[config.mk]
export PLATFORM = sky130hd
export DESIGN_NAME = adc_pwr_ctrl
export DESIGN_NICKNAME = d
export VERILOG_FILES = /design/src/rtl/adc_pwr_pkg.sv /design/src/rtl/adc_pwr_sync.sv /design/src/rtl/adc_pwr_profile_sel.sv /design/src/rtl/adc_pwr_wake_timer.sv /design/src/rtl/adc_pwr_ctrl.sv
export SDC_FILE = /design/constraint.sdc
export NUM_CORES = 1
export LEC_CHECK = 0
export BUFFER_PORTS_ARGS = -buffer_cell sky130_fd_sc_hd__buf_4
export CAP_MARGIN = 40
export CORE_MARGIN = 2
export CORE_UTILIZATION = 60
export DETAILED_ROUTE_END_ITERATION = 16
export GPL_ROUTABILITY_DRIVEN = 0
export GPL_TIMING_DRIVEN = 0
export HOLD_SLACK_MARGIN = 0.06
export PLACE_DENSITY = 0.89
export SLEW_MARGIN = 20
export SYNTH_ARGS = -nofsm -noshare
export SYNTH_HDL_FRONTEND = slang
export SYNTH_SLANG_ARGS = --single-unit
[constraint.sdc]
create_clock -name clk -period 10.9 [get_ports clk]
set_input_delay 2.18 -clock clk [delete_from_list [all_inputs] [get_ports clk]]
set_output_delay 2.18 -clock clk [all_outputs]
set_load 0.01 [all_outputs]
[src/rtl/adc_pwr_pkg.sv]
package adc_pwr_pkg;

  typedef enum logic [1:0] {
    PS_ACTIVE = 2'd0,
    PS_NAP    = 2'd1,
    PS_SLEEP  = 2'd2,
    PS_WAKING = 2'd3
  } pwr_state_e;

  typedef enum logic [1:0] {
    TM_ACTIVE = 2'd0,
    TM_NAP    = 2'd1,
    TM_SLEEP  = 2'd2
  } tgt_mode_e;

  // Reset values of the two profiles (all-on bit, deep bit)
  localparam logic DEF_P0_ALL_ON = 1'b1;
  localparam logic DEF_P0_DEEP   = 1'b0;
  localparam logic DEF_P1_ALL_ON = 1'b0;
  localparam logic DEF_P1_DEEP   = 1'b1;

  // Mode a profile asks for: active if any channel is on, else the idle choice
  function automatic tgt_mode_e pick_mode(input logic any_on, input logic deep);
    if (any_on)    return TM_ACTIVE;
    else if (deep) return TM_SLEEP;
    else           return TM_NAP;
  endfunction

  // Wake-up length in cycles for the mode being left
  function automatic int unsigned wake_len(input logic from_sleep,
                                           input int unsigned nap_cyc,
                                           input int unsigned sleep_cyc);
    return from_sleep ? sleep_cyc : nap_cyc;
  endfunction

endpackage

[src/rtl/adc_pwr_sync.sv]
module adc_pwr_sync #(
  parameter int unsigned STAGES  = 2,
  parameter logic        RST_VAL = 1'b0
) (
  input  logic clk,
  input  logic rst_n,
  input  logic d_async,
  output logic q_sync
);
  logic [STAGES-1:0] chain;

  always_ff @(posedge clk or negedge rst_n) begin
    if (!rst_n) chain <= {STAGES{RST_VAL}};
    else        chain <= {chain[STAGES-2:0], d_async};
  end

  assign q_sync = chain[STAGES-1];
endmodule

[src/rtl/adc_pwr_profile_sel.sv]
module adc_pwr_profile_sel
  import adc_pwr_pkg::*;
#(
  parameter int unsigned NUM_CH = 8
) (
  input  logic              sel,
  input  logic [NUM_CH-1:0] mask0,
  input  logic              deep0,
  input  logic [NUM_CH-1:0] mask1,
  input  logic              deep1,
  output logic [NUM_CH-1:0] mask,
  output tgt_mode_e         mode
);
  logic deep;

  always_comb begin
    mask = sel ? mask1 : mask0;
    deep = sel ? deep1 : deep0;
    mode = pick_mode(|mask, deep);
  end
endmodule

[src/rtl/adc_pwr_wake_timer.sv]
module adc_pwr_wake_timer #(
  parameter int unsigned CNT_W = 8
) (
  input  logic             clk,
  input  logic             rst_n,
  input  logic             load,
  input  logic [CNT_W-1:0] len,
  output logic             done
);
  logic [CNT_W-1:0] cnt;

  always_ff @(posedge clk or negedge rst_n) begin
    if (!rst_n)          cnt <= '0;
    else if (load)       cnt <= len - CNT_W'(1);
    else if (cnt != '0)  cnt <= cnt - CNT_W'(1);
  end

  assign done = (cnt == '0);

  // the count stops at zero and never wraps
  a_r7_no_wrap: assert property (@(posedge clk) disable iff (!rst_n)
    (!load && cnt == '0) |=> cnt == '0);
endmodule

[src/rtl/adc_pwr_ctrl.sv]
module adc_pwr_ctrl
  import adc_pwr_pkg::*;
#(
  parameter int unsigned NUM_CH         = 8,
  parameter int unsigned NAP_WAKE_CYC   = 100,
  parameter int unsigned SLEEP_WAKE_CYC = 500000
) (
  input  logic              clk,
  input  logic              rst_n,
  input  logic              shdn_async,
  input  logic [NUM_CH-1:0] p0_ch_mask,
  input  logic              p0_deep,
  input  logic [NUM_CH-1:0] p1_ch_mask,
  input  logic              p1_deep,
  output logic [NUM_CH-1:0] ch_pwr_en,
  output logic              ref_en,
  output logic              pll_en,
  output logic              dce_en,
  output logic              bandgap_en,
  output logic              ready
);
  localparam int unsigned WAKE_MAX = (NAP_WAKE_CYC > SLEEP_WAKE_CYC) ? NAP_WAKE_CYC : SLEEP_WAKE_CYC;
  localparam int unsigned CNT_W    = $clog2(WAKE_MAX + 1);
  localparam int unsigned KEY_W    = NUM_CH + 2;

  // Named internal events
  logic              shdn_s;
  logic [NUM_CH-1:0] sel_mask;
  tgt_mode_e         sel_mode;
  logic [KEY_W-1:0]  tgt_key, tgt_q;
  logic              tgt_changed;
  logic              wake_load, wake_done;
  logic              load_from_sleep;
  logic [CNT_W-1:0]  load_len;
  logic              from_sleep_q, from_sleep_d;
  pwr_state_e        state, state_d;

  adc_pwr_sync #(.STAGES(2), .RST_VAL(1'b0)) u_sync (
    .clk(clk), .rst_n(rst_n), .d_async(shdn_async), .q_sync(shdn_s)
  );

  adc_pwr_profile_sel #(.NUM_CH(NUM_CH)) u_sel (
    .sel(shdn_s), .mask0(p0_ch_mask), .deep0(p0_deep),
    .mask1(p1_ch_mask), .deep1(p1_deep),
    .mask(sel_mask), .mode(sel_mode)
  );

  adc_pwr_wake_timer #(.CNT_W(CNT_W)) u_timer (
    .clk(clk), .rst_n(rst_n), .load(wake_load), .len(load_len), .done(wake_done)
  );

  assign tgt_key     = {sel_mode, sel_mask};
  assign tgt_changed = (tgt_key != tgt_q);
  assign load_len    = CNT_W'(wake_len(load_from_sleep, NAP_WAKE_CYC, SLEEP_WAKE_CYC));

  // Next-state logic
  always_comb begin
    state_d         = state;
    wake_load       = 1'b0;
    from_sleep_d    = from_sleep_q;
    load_from_sleep = from_sleep_q;
    unique case (state)
      PS_ACTIVE: begin
        if (sel_mode == TM_SLEEP)    state_d = PS_SLEEP;
        else if (sel_mode == TM_NAP) state_d = PS_NAP;
      end
      PS_NAP: begin
        if (sel_mode == TM_SLEEP) state_d = PS_SLEEP;
        else if (sel_mode == TM_ACTIVE) begin
          state_d         = PS_WAKING;
          wake_load       = 1'b1;
          from_sleep_d    = 1'b0;
          load_from_sleep = 1'b0;
        end
      end
      PS_SLEEP: begin
        if (sel_mode != TM_SLEEP) begin
          state_d         = PS_WAKING;
          wake_load       = 1'b1;
          from_sleep_d    = 1'b1;
          load_from_sleep = 1'b1;
        end
      end
      PS_WAKING: begin
        if (sel_mode == TM_SLEEP)                       state_d = PS_SLEEP;
        else if (sel_mode == TM_NAP && !from_sleep_q)   state_d = PS_NAP;
        else if (tgt_changed)                           wake_load = 1'b1;
        else if (wake_done) state_d = (sel_mode == TM_NAP) ? PS_NAP : PS_ACTIVE;
      end
      default: state_d = PS_SLEEP;
    endcase
  end

  always_ff @(posedge clk or negedge rst_n) begin
    if (!rst_n) begin
      state        <= PS_SLEEP;
      from_sleep_q <= 1'b1;
      tgt_q        <= {TM_SLEEP, {NUM_CH{1'b0}}};
    end else begin
      state        <= state_d;
      from_sleep_q <= from_sleep_d;
      tgt_q        <= tgt_key;
    end
  end

  // Output decode
  always_comb begin
    ch_pwr_en  = '0;
    ref_en     = 1'b0;
    pll_en     = 1'b0;
    dce_en     = 1'b0;
    bandgap_en = 1'b1;
    ready      = 1'b0;
    unique case (state)
      PS_ACTIVE: begin
        ch_pwr_en = sel_mask;
        ref_en = 1'b1; pll_en = 1'b1; dce_en = 1'b1;
        ready  = 1'b1;
      end
      PS_NAP: begin
        ref_en = 1'b1; pll_en = 1'b1; dce_en = 1'b1;
      end
      PS_WAKING: begin
        ch_pwr_en = sel_mask;
        ref_en = 1'b1; pll_en = 1'b1; dce_en = 1'b1;
      end
      default: ;
    endcase
  end

  // ready rises only out of the wake state once the count has expired
  a_r7_ready_after_count: assert property (@(posedge clk) disable iff (!rst_n)
    $rose(ready) |-> ($past(state) == PS_WAKING && $past(wake_done)));

  // a changed active target during wake keeps the block waking
  a_r8_restart_holds_wake: assert property (@(posedge clk) disable iff (!rst_n)
    (state == PS_WAKING && tgt_changed && sel_mode == TM_ACTIVE) |=> state == PS_WAKING);

  // the active state is left only when no channel was requested
  a_r4_idle_only_when_empty: assert property (@(posedge clk) disable iff (!rst_n)
    ($past(state) == PS_ACTIVE && state != PS_ACTIVE) |-> $past(sel_mask) == '0);

  // a wake entered from sleep uses the sleep length
  a_r9_sleep_wake_tagged: assert property (@(posedge clk) disable iff (!rst_n)
    (state == PS_WAKING && $past(state) == PS_SLEEP) |-> from_sleep_q);

endmodule

==> metrics.cfg <==
[critical_path]
rrSetupSlack_ns=6.70
cp_cell_sequence=buf_4 -> nor4_1 -> nand2_1 -> o31ai_1 -> xnor2_1 -> a41oi_1 -> nor2_1 -> buf_2 -> nand2_1 -> ha_1 -> inv_1 -> or4_1 -> or3_1 -> nor2_1 -> o21ai_0 -> nor4_1 -> xnor2_1 -> nor2_1
r2r-end=u_timer.cnt[14]
crit_slowest_cell=or4_1
critical_path.top_delay_family=simple AND/OR/NAND/NOR gates
crit_type=in -> reg
crit_path_end_kind=flop
cpPeakStageDelay_ns=0.45
reg2reg_depth=18
cp.buffers_inverters=3
cp_max_fo=10
r2r-start=u_sync.chain[1]
crit_top_cell=nor2_1
arrival_ns=6.01
required_ns=11.14
start_kind=input pin

[clocking]
clk_latency_ns=0.35
cts_buffers=5
root_buffer=clkbuf_4
cts_resized=0
holdBufCountCts=0
cts.htree.levels=2
path_clk_slew_ns=0.10
cts.sinks=34
clock_path_buffers=2
cts_setup_buffers=0
cts_tree=done

[die]
die_area_mm2=0.003739
initial_core_util_pct=63.66
io_pins=34
die_height_um=61.15
num_rows=20
core_mm2=0.003078
die_w_um=61.15

[route]
drc=0
ant_nets=0
viasPerCell=5.481
first_iter_violations=77
vias=1573
first_pass_iters=4
avgRoutedWirePerCell_um=13.63
routed_wl_mm=3.912

[placement]
hpwl_mm=2.941
post-place-ws_ns=4.869
placed_cells=279
io_buffers=32

[min_path]
hold_start=u_sync.chain[0]
hold_depth=0
holdPathEnd=u_sync.chain[1]
min_path_type=reg -> reg

[cells_and_area]
drive_gt1_share_pct=23.05
fillers=207
multi_input_area_um2=999.7
final_common_cell=buf_4
final-seq-area_um2=854.6
insertedDiodeCount=0
fin_nets=269
final_cells=287
layout_common_cells=buf_4 (35), dfrtp_1 (31), nor2_1 (27), xnor2_1 (17), o21ai_0 (15)
final_core_util_pct=76.87
syn_to_final_growth_pct=20.75

[synthesis]
synth_ff_type=dfrtp_1
ys_ff_latch=34
seq_area_frac_synth_pct=43.61
async_flop_share_pct=100.0
synth_area_per_cell_um2=9.652
synth.distinct_cells=45
synth_warnings=0
postSynthCellCount=203
synth_nets=230
synthesis.area_mm2=0.001959
synth_edf_count=0

[pwr]
p_leak_nw=1.077
vdd_drop_max_uv=179.2
power.density_mw_per_mm2=250.8

[timing]
max_slew_margin_pct=47.92
finalMaxSlewViolations=0
setup_violations=0
fin_crit_sh_pct=52.90
hold_ws_ns=0.3625
rsz0062_at_grt=no
clock-skew-final_ns=0.01201
final.min_clock_period_ns=5.767
finalSetupTns_ns=0
hold_viol=0
fin_ws_ns=5.133
fmax_mhz=173.4
tightest_slew_ns=0.7730

[grt]
grt_pass1_vias=1487
grt_busiest_layer=met2
overflow=0
grt_max_degree=35
use_met2_pct=39.36
met1_usage_pct=29.03
grt_pass1_wl_mm=6.423
antenna_found_initial=0
use_met3_pct=5.252
grt.total_usage_pct=23.35

[run_status]
status=finished, final reports clean

[job]
drv_cap=0

-- power breakdown --
group	leakage (nW)	internal (mW)	total [mW]	switching, mW
clock	0.0585	0.0777	0.122	0.0439
sequential	0.414	0.160	0.189	0.0295
combinational	0.604	0.126	0.282	0.156
total	1.08	0.364	0.593	0.229
-- stage by stage --
step / power, mW / cell area [um2]
after floorplan: 0.3852 / 1959
after global placement: 0.4628 / 2255
after detailed placement: 0.4735 / 2255
after CTS: 0.5957 / 2366
after global routing: 0.6338 / 2366
final: 0.5934 / 2366
-- worst register-to-register path, cell delays in order, from the launching register on --
cell     delay, ns
dfrtp_1       0.33
buf_2         0.19
mux2i_1       0.42
nand4_1       0.15
o31ai_1       0.16
xnor2_1       0.14
a41oi_1       0.33
nor2_1        0.11
buf_2         0.19
nand2_1       0.08
ha_1          0.19
inv_1         0.07
or4_1         0.45
or3_1         0.35
nor2_1        0.21
o21ai_0       0.23
nor4_1        0.28
xnor2_1       0.17
nor2_1        0.05
-- layout make-up --
class	instances	share of cell area [%]
tap	44	2.327
multi-input combinational	147	42.25
inverter	14	2.221
clock buffer	6	2.168
sequential	34	36.12
timing repair buffer	32	10.15
clock inverter	2	2.538
buffer	8	2.221
-- synth_stat cells (all sizes together), types with 2 or more instances --
cell | n | area [um2]
dfrtp | 31 | 775.7
nor2 | 28 | 121.4
xnor2 | 17 | 148.9
o21ai | 15 | 75.07
inv | 14 | 52.55
nand2 | 12 | 52.55
mux2i | 11 | 110.1
nor4 | 11 | 90.08
buf | 8 | 52.54
a21oi | 7 | 35.03
ha | 6 | 75.07
xor2 | 5 | 43.79
nand3 | 4 | 20.02
dfstp | 3 | 78.83
nor3 | 3 | 15.01
or3 | 3 | 18.77
or4 | 3 | 26.27
nand3b | 2 | 15.01
o22ai | 2 | 12.51
-- how the worst max path moves through the flow --
| stage | start | endpoint | slack [ns] | cells after the start |
|---|---|---|---|---|
| 2_1_floorplan | p0_ch_mask[7] | u_timer.cnt[14] | 5.59 | 17 |
| 3_3_place_gp | p0_ch_mask[3] | u_timer.cnt[14] | 5.02 | 18 |
| 3_5_place_dp | p0_ch_mask[3] | u_timer.cnt[14] | 4.87 | 18 |
| 4_1_cts | p0_ch_mask[3] | u_timer.cnt[14] | 5.23 | 18 |
| 5_1_grt | p0_ch_mask[3] | u_timer.cnt[14] | 4.92 | 18 |
| 6_report | p0_ch_mask[3] | u_timer.cnt[14] | 5.13 | 18 |
-- routing by layer --
layer	vias to the layer above	wire, um
met1	730	1679
met4	0	81
met5	-	0
met3	8	222
li1	778	-
met2	57	1929
-- flip-flops by register name, summed over array words and instances, names as in the netlist --
signal        cells
tgt_q            10
u_timer.cnt      19
state             2
from_sleep_q      1
u_sync.chain      2
-- kinds of logic (layout without fill, tap and decap cells) --
logic type	after synthesis	after routing	share of synthesized area [%]
muxes	12	12	6.386
AOI/OAI and AO/OA	35	35	10.79
adders and majority gates	6	6	3.831
DFF	34	34	43.61
other	1	1	0.1914
buffers and inverters	22	62	5.363
xor gates and xnor gates	22	22	9.834
and+or+nand+nor	71	71	19.99
No activity file was read; power rests on OpenSTA's default activity.
